### src/rtl/centroid_pkg.sv
package centroid_pkg;
  typedef enum logic [1:0] {
    PH_ACC = 2'd0,
    PH_DIV = 2'd1,
    PH_OUT = 2'd2
  } phase_t;
endpackage

### src/rtl/cr_sum_lane.sv
module cr_sum_lane #(
  parameter int CW    = 16,
  parameter int ACC_W = 48
) (
  input  logic                    clk,
  input  logic                    rst_n,
  input  logic                    clear,
  input  logic                    add,
  input  logic signed [CW-1:0]    pt,
  output logic signed [ACC_W-1:0] sum
);
  localparam int EXT = ACC_W - CW;
  logic signed [ACC_W-1:0] pt_ext;
  assign pt_ext = {{EXT{pt[CW-1]}}, pt};

  always_ff @(posedge clk) begin
    if (!rst_n || clear) sum <= '0;
    else if (add)        sum <= sum + pt_ext;
  end
endmodule

### src/rtl/cr_divider.sv
module cr_divider #(
  parameter int CW    = 16,
  parameter int ACC_W = 48,
  parameter int CNT_W = 32
) (
  input  logic                    clk,
  input  logic                    rst_n,
  input  logic                    start,
  input  logic signed [ACC_W-1:0] dividend,
  input  logic [CNT_W-1:0]        divisor,
  output logic                    done,
  output logic signed [CW-1:0]    quotient
);
  localparam int STEP_W = $clog2(ACC_W + 1);

  logic [CNT_W-1:0]  rem;
  logic [ACC_W-1:0]  quo;
  logic [CNT_W-1:0]  dvs;
  logic              neg;
  logic              busy;
  logic [STEP_W-1:0] step;
  logic [CNT_W:0]    shifted;
  logic              fits;

  assign shifted = {rem, quo[ACC_W-1]};
  assign fits    = shifted >= {1'b0, dvs};

  always_ff @(posedge clk) begin
    if (!rst_n) begin
      rem  <= '0;
      quo  <= '0;
      dvs  <= '0;
      neg  <= 1'b0;
      busy <= 1'b0;
      step <= '0;
      done <= 1'b0;
    end else begin
      done <= 1'b0;
      if (start) begin
        neg  <= dividend[ACC_W-1];
        quo  <= dividend[ACC_W-1] ? -dividend : dividend;
        dvs  <= divisor;
        rem  <= '0;
        step <= '0;
        busy <= 1'b1;
      end else if (busy) begin
        rem  <= fits ? CNT_W'(shifted - {1'b0, dvs}) : shifted[CNT_W-1:0];
        quo  <= {quo[ACC_W-2:0], fits};
        step <= step + 1'b1;
        if (step == STEP_W'(ACC_W - 1)) begin
          busy <= 1'b0;
          done <= 1'b1;
        end
      end
    end
  end

  assign quotient = neg ? -quo[CW-1:0] : quo[CW-1:0];
endmodule

### src/rtl/centroid_reducer.sv
module centroid_reducer
  import centroid_pkg::*;
#(
  parameter int NDIM  = 3,
  parameter int CW    = 16,
  parameter int KW    = 8,
  parameter int ACC_W = 48,
  parameter int CNT_W = 32
) (
  input  logic                 clk,
  input  logic                 rst_n,
  input  logic                 in_valid,
  output logic                 in_ready,
  input  logic [KW-1:0]        in_key,
  input  logic [NDIM*CW-1:0]   in_point,
  input  logic                 iter_end,
  output logic                 out_valid,
  input  logic                 out_ready,
  output logic [NDIM*CW-1:0]   out_centroid,
  output logic                 out_empty
);
  localparam int DIM_W = (NDIM > 1) ? $clog2(NDIM) : 1;
  localparam logic [DIM_W-1:0] LAST_DIM = DIM_W'(NDIM - 1);

  phase_t                  st;
  logic [DIM_W-1:0]        dim;
  logic                    go;
  logic                    take;
  logic                    give;
  logic [CNT_W-1:0]        count_q;
  logic signed [ACC_W-1:0] sums [NDIM];
  logic signed [CW-1:0]    res  [NDIM];
  logic                    div_done;
  logic signed [CW-1:0]    div_q;
  logic                    empty_r;

  assign in_ready  = (st == PH_ACC);
  assign out_valid = (st == PH_OUT);
  assign out_empty = empty_r;
  assign take      = in_valid && in_ready;
  assign give      = out_valid && out_ready;

  for (genvar d = 0; d < NDIM; d++) begin : g_lane
    cr_sum_lane #(.CW(CW), .ACC_W(ACC_W)) u_lane (
      .clk   (clk),
      .rst_n (rst_n),
      .clear (give),
      .add   (take),
      .pt    (in_point[d*CW +: CW]),
      .sum   (sums[d])
    );
    assign out_centroid[d*CW +: CW] = res[d];
  end

  always_ff @(posedge clk) begin
    if (!rst_n || give) count_q <= '0;
    else if (take)      count_q <= count_q + 1'b1;
  end

  cr_divider #(.CW(CW), .ACC_W(ACC_W), .CNT_W(CNT_W)) u_div (
    .clk      (clk),
    .rst_n    (rst_n),
    .start    (go),
    .dividend (sums[dim]),
    .divisor  (count_q),
    .done     (div_done),
    .quotient (div_q)
  );

  always_ff @(posedge clk) begin
    if (!rst_n) begin
      st      <= PH_ACC;
      dim     <= '0;
      go      <= 1'b0;
      empty_r <= 1'b0;
      for (int d = 0; d < NDIM; d++) res[d] <= '0;
    end else begin
      go <= 1'b0;
      case (st)
        PH_ACC: if (iter_end) begin
          if (count_q == '0 && !take) begin
            empty_r <= 1'b1;
            st      <= PH_OUT;
          end else begin
            empty_r <= 1'b0;
            dim     <= '0;
            go      <= 1'b1;
            st      <= PH_DIV;
          end
        end
        PH_DIV: if (div_done) begin
          res[dim] <= div_q;
          if (dim == LAST_DIM) st <= PH_OUT;
          else begin
            dim <= dim + 1'b1;
            go  <= 1'b1;
          end
        end
        PH_OUT: if (out_ready) st <= PH_ACC;
        default: st <= PH_ACC;
      endcase
    end
  end
endmodule

### config.mk
export PLATFORM = sky130hd
export DESIGN_NAME = centroid_reducer
export DESIGN_NICKNAME = d
export VERILOG_FILES = /design/src/rtl/centroid_pkg.sv /design/src/rtl/cr_sum_lane.sv /design/src/rtl/cr_divider.sv /design/src/rtl/centroid_reducer.sv
export SDC_FILE = /design/constraint.sdc
export NUM_CORES = 1
export LEC_CHECK = 0
export BUFFER_PORTS_ARGS = -buffer_cell sky130_fd_sc_hd__buf_4
export CORE_MARGIN = 2
export CORE_UTILIZATION = 55
export DETAILED_ROUTE_END_ITERATION = 8
export HOLD_SLACK_MARGIN = 0.03
export PLACE_DENSITY_LB_ADDON = 0.05
export SYNTH_ARGS = -nofsm -noshare
export SYNTH_HDL_FRONTEND = slang
export SYNTH_SLANG_ARGS = --single-unit
### constraint.sdc
create_clock -name clk -period 4.89 [get_ports clk]
set_input_delay 0.978 -clock clk [delete_from_list [all_inputs] [get_ports clk]]
set_output_delay 0.978 -clock clk [all_outputs]
set_load 0.05 [all_outputs]
# Word-level counts from Yosys, hierarchy flattened
# Memories as Yosys holds them, arrays and structs flattened.
# Cells that the tools add are included.
[word_totals]
regBits = 303
ramBits = 48
out_inout_bits = 51
word_cells = 93
mem_count = 1
[op_classes]
n_addsub = 9
n_lt_le_gt_ge = 2
n_eq_ne = 10
n_mux = 37
bitwise_logic = 3
reduce_logical = 16
[memory_table]
columns = ["name", "depth", "word_bits", "read_ports", "rd_clocked_by_memory_dff", "wr", "line", "rtl"]
rows = [
  ["res", 3, 16, 3, 0, 3, "centroid_reducer.sv:32", "logic signed [CW-1:0] res [NDIM];"],
]
[op_table]
columns = ["cell", "n"]
rows = [
  ["$mux 48", 5],
  ["$add 48x16->48", 3],
  ["$bmux 48 s2", 1],
  ["$neg 48->48", 1],
  ["$ge 33x32->1", 1],
  ["$add 32x1->32 const B", 1],
  ["$logic_not 32->1", 1],
  ["$mux 16", 2],
  ["$mux 32", 1],
  ["$sub 32x32->32", 1],
  ["$mux 2", 10],
  ["$neg 16->16", 1],
  ["$reduce_or 16->1", 1],
  ["$mux 1", 15],
  ["$add 6x1->6 const B", 1],
  ["$eq 6x6->1 const B", 1],
  ["$ne 2x1->1 const B", 3],
  ["$ne 2x2->1 const B", 3],
  ["$pmux 2 s3", 1],
  ["$reduce_and 5->1", 1],
  ["$eq 2x2->1 const B", 2],
  ["$pmux 2 s2", 1],
  ["$reduce_and 4->1", 1],
  ["$reduce_bool 2->1", 2],
  ["other kinds (13)", 17],
]

# Depth between registers and ports, before layout
[depth]
ltp_word = 7
depth_mapped = 15
ltp_nobuf = 14

# Cells and area by module
# From an unflattened synthesis, not the netlist that was laid out.
[hier_totals]
hier_cells = 3207
hier_area_um2 = 26225.2
[by_module_without_submodules]
columns = ["module", "n_inst", "cells_per_inst", "area_each_um2"]
rows = [
  ["cr_sum_lane at g_lane[0].u_lane ...", 2, 564, 4423.0],
  ["cr_divider", 1, 1016, 8244.2],
  ["centroid_reducer", 1, 515, 4834.6],
  ["cr_sum_lane at g_lane[2].u_lane", 1, 548, 4300.4],
]

# Worst setup path before layout
# OpenSTA, ideal clock, no wires.
[synth_path]
path_type = "input port to flip-flop"
start = "in in_point[0]"
end = "reg g_lane[0].u_lane.sum[44]"
arrival_time_ns = 3.593
setup_slack_ns = 1.180
stages = 12
path_cell_list = "ha_1 > fa_1 > a21o_1 > a211o_1 > a21o_1 > a21oi_1 > o31a_1 > o21ai_1 > a21boi_1 > o41ai_1 > xor2_1 > a22o_1"
[synth_via]
elab_chain_cells = 1
[synth_rtl]
columns = ["item", "line", "rtl"]
rows = [
  ["from (decl)", "centroid_reducer.sv:15", "input logic [NDIM*CW-1:0] in_point,"],
  ["$add 48x16->48", "cr_sum_lane.sv:18", "else if (add) sum <= sum + pt_ext;"],
  ["to (signal assigned)", "cr_sum_lane.sv:18", ""],
  ["to (decl)", "cr_sum_lane.sv:10", "output logic signed [ACC_W-1:0] sum"],
]
# No other way between the ends.
# A chain may end at the register's enable or synchronous reset.

# Final worst setup path
[layout_path]
start = "reg dim[0]"
end = "reg u_div.quo[40]"
[layout_via]
elab_chain_cells = 7
[layout_rtl]
columns = ["item", "line", "rtl"]
rows = [
  ["from (decl)", "centroid_reducer.sv:26", "logic [DIM_W-1:0] dim;"],
  ["from (signal assigned)", "centroid_reducer.sv:95", "dim <= dim + 1'b1;"],
  ["$not 2->3 (implied by the code) (*)", "centroid_reducer.sv:64", ".dividend (sums[dim]),"],
  ["$bmux 48 s2 (*)", "centroid_reducer.sv:64", ""],
  ["$mux 48 (implied by the code) (*) (2 in series)", "centroid_reducer.sv:64", ""],
  ["$neg 48->48", "cr_divider.sv:41", "quo <= dividend[ACC_W-1] ? -dividend : dividend;"],
  ["$mux 48 (*)", "cr_divider.sv:41", ""],
  ["$mux 48 (*)", "cr_divider.sv:39", "if (start) begin"],
  ["to (signal assigned)", "cr_divider.sv:41", ""],
  ["to (signal assigned)", "cr_divider.sv:48", "quo <= {quo[ACC_W-2:0], fits};"],
  ["to (decl)", "cr_divider.sv:17", "logic [ACC_W-1:0] quo;"],
]
# Mark *: on every way between the ends. The rest lies on a longest branch, timed or not. The select of a mux whose other input is x is not followed.

==> out/results.ini <==
[cts]
cts.clk_slew.worst_paths_ns=0.06
post-cts-setup-buffers=0
cts_resized=0
cts_tree=done
cts_inserted_buffers=42
numClockSinks=351
clock_latency_ns=0.59
root_buffer=clkbuf_16
cts_max_path_buffers=3
htree_levels=2
hold_buffers=0

[grt]
grt-ovfl-total=0
grt_max_degree=87
grt_pass1_wl_um=107000
grt_pass1_vias=21174
grtUsageTotal_pct=27.5
antenna_found_initial=0

[sta]
setup_violations=0
slew_viol_final=0
max_slew_margin_pct=13.4
skew_ns=0.0367
tightestPinTransition_ns=1.29
finalCriticalPeriod_ns=3.80
rsz0062_at_grt=no
fmax_mhz=263
setup_tns_ns=0
hold_violations=0
period_share_pct=77.7

[detailed_routing]
routed_via_density=5.90
avgRoutedWirePerCell_um=17.6
met2_length_um=30900
wirelength_um=66100
vias=22185
wl_met1_um=31000
highest_layer=met4
drc_errors=0
wl_met3_um=2600
drt_iter0_markers=1414
drt_first_pass_iters=5
ant_nets=0

[worst_setup_path]
cpLargestDelayFamily=simple AND/OR/NAND/NOR gates
cp_num_buf_inv=1
regToRegEndpoint=u_div.quo[40]
path_class=flip-flop to flip-flop
r2r_setup_slack_ns=1.09
crit_arrival_ns=4.24
worst_setup_path_end_kind=flip-flop
crit_start=dim[0]
path_depth=11
path_max_fanout=15
cp_slowest_stage_delay_ns=0.66
endpoint=u_div.quo[40]
critPathRequiredTime_ns=5.33
r2r_cells=11
critPathLaunchType=flip-flop
cp_cell_sequence=buf_4 -> mux2i_1 -> o2bb2ai_1 -> nor4_4 -> nand4_1 -> and4bb_1 -> nand3_2 -> nor3_4 -> a41oi_2 -> xor2_1 -> o22ai_1
worstReg2RegStart=dim[0]
cp_slowest_cell=dfxtp_2

[yosys]
synth_edf_count=48
synth_cells=3128
netlist_area_sq_um=25100
avgSynthCellArea_sq_um=8.04
ys_types=95
synth_seq_cells=351
yosys_most_used_dff=dfxtp_1
ys_seq_area_share_pct=29.9
synthArstFlopShare_pct=0
yosysWarningCount=0
syn_nets=3374

[job]
drv_cap=0

[pwr]
p_int_w=0.00769
ir_drop_uv=417
power.switching_w=0.00500
p_leak_nw=11.6
p_clk_share_pct=26.2
p_seq_share_pct=28.8
p_sw_share_pct=39.4
powerDensity_nw_per_um2=459
combPwrFrac_pct=45.0

[status]
outcome=complete, no violations

[place]
place_hpwl_um=48600
portBuffers=103
dpl.cell_count=3687
dpl_cell_area_sq_um=26200
gp_congestion=0.890

[floorplanning]
core.rowCount=78
core_area_sq_um=45300
die_h_um=218
die-area_sq_um=47400
dieWidth_um=218
initial_core_util_pct=55.5
top_level_ports=112

[cells_and_area]
final_common_cell=nand2_1
fin_cells=3763
final_area_sq_um=27700
finish.utilization_pct=61.1
final_cell_mix=nand2_1 (359), a21oi_1 (338), dfxtp_1 (300), nor2_1 (273), o21ai_0 (184)
syn_to_final_growth_pct=10.0
design.final.nets=3377
num_antenna_cells=0
drive_gt1_share_pct=8.41

[worst_hold_path]
holdPathStages=2
min_from=g_lane[1].u_lane.sum[6]
min_path_type=flip-flop to flip-flop

[stage by stage]
stage / hold WS (ns) / power [W] / setup slack, ns
floorplan: 0.445 / 0.00809 / 1.18
global placement: 0.458 / 0.00926 / 0.683
detailed placement: 0.464 / 0.00935 / 0.646
CTS: 0.471 / 0.0127 / 1.06
global route: 0.484 / 0.0135 / 0.816
finish: 0.470 / 0.0127 / 1.09
[area by class of cell]
cell class | instances | area, sq um
fillers | 4126 | 17600
multi-input cells | 2496 | 16500
flip-flops and latches | 351 | 7520
clock buffers | 58 | 1200
repair buffers | 133 | 998
well taps | 600 | 751
inverters | 107 | 402
clock inverters | 18 | 277
[power by group through the flow]
stage                     registers [W]  logic [W]  clock network (W)
final                           0.00366    0.00570            0.00332
after global routing            0.00371    0.00631            0.00351
after CTS                       0.00365    0.00567            0.00339
after detailed placement        0.00371    0.00564                  0
after global placement          0.00369    0.00557                  0
after floorplan                 0.00365    0.00444                  0
[worst reg2reg max path: stages (launching register included)]
cell	delay, ns
dfxtp_2	0.66
buf_4	0.32
mux2i_1	0.35
o2bb2ai_1	0.26
nor4_4	0.37
nand4_1	0.17
and4bb_1	0.50
nand3_2	0.26
nor3_4	0.33
a41oi_2	0.17
xor2_1	0.17
o22ai_1	0.09
[flip-flops by register name (all words and copies together), names as in the netlist]
name / flops
res: 48
u_div.done: 1
count_q: 32
u_div.dvs: 32
u_div.step: 6
st: 2
u_div.busy: 1
go: 1
u_div.quo: 48
u_div.rem: 32
dim: 2
u_div.neg: 1
g_lane.u_lane.sum: 144
out_empty: 1
[worst min-delay path by stage]
stage                                          end  slack [ns]
final                      g_lane[1].u_lane.sum[6]        0.47
after global placement    g_lane[2].u_lane.sum[19]        0.46
after global routing      g_lane[2].u_lane.sum[17]        0.48
after CTS                 g_lane[1].u_lane.sum[24]        0.47
after detailed placement  g_lane[1].u_lane.sum[24]        0.46
after floorplan           g_lane[2].u_lane.sum[46]        0.44
[layer usage]
layer | vias to the layer above | global-route usage (%)
met2 | 418 | 47.4
met5 | - | 0
met3 | 95 | 3.15
met1 | 10397 | 36.6
li1 | 11275 | -
met4 | 0 | 7.07
[synthesized netlist by cell type, types with 50 or more instances]
cell type	instances	area share, %
a211oi_1	69	2.1
a21oi_1	339	6.7
a21o_1	118	3.5
nor2_1	274	4.1
xnor2_1	120	4.2
dfxtp_1	303	24
ha_1	181	9.0
nand2_1	361	5.4
clkbuf_1	137	2.0
mux2i_1	125	5.0
nand4_1	50	1.2
nand3_1	67	1.3
o21ai_0	184	3.7
inv_1	106	1.6
xor2_1	111	3.9
[logic make-up (layout without fill, tap and decap cells)]
group / after synthesis / after routing / synth area share, %
AO/OA/AOI/OAI: 979 / 979 / 24.6
AND/OR/NAND/NOR: 957 / 957 / 17.7
XOR/XNOR: 231 / 231 / 8.05
multiplexers: 144 / 144 / 5.86
flip-flops: 351 / 351 / 29.9
adder cells (fa/ha/maj): 185 / 185 / 9.33
buffers and inverters: 281 / 316 / 4.59
Note: power is estimated with default switching activity, not from simulation.
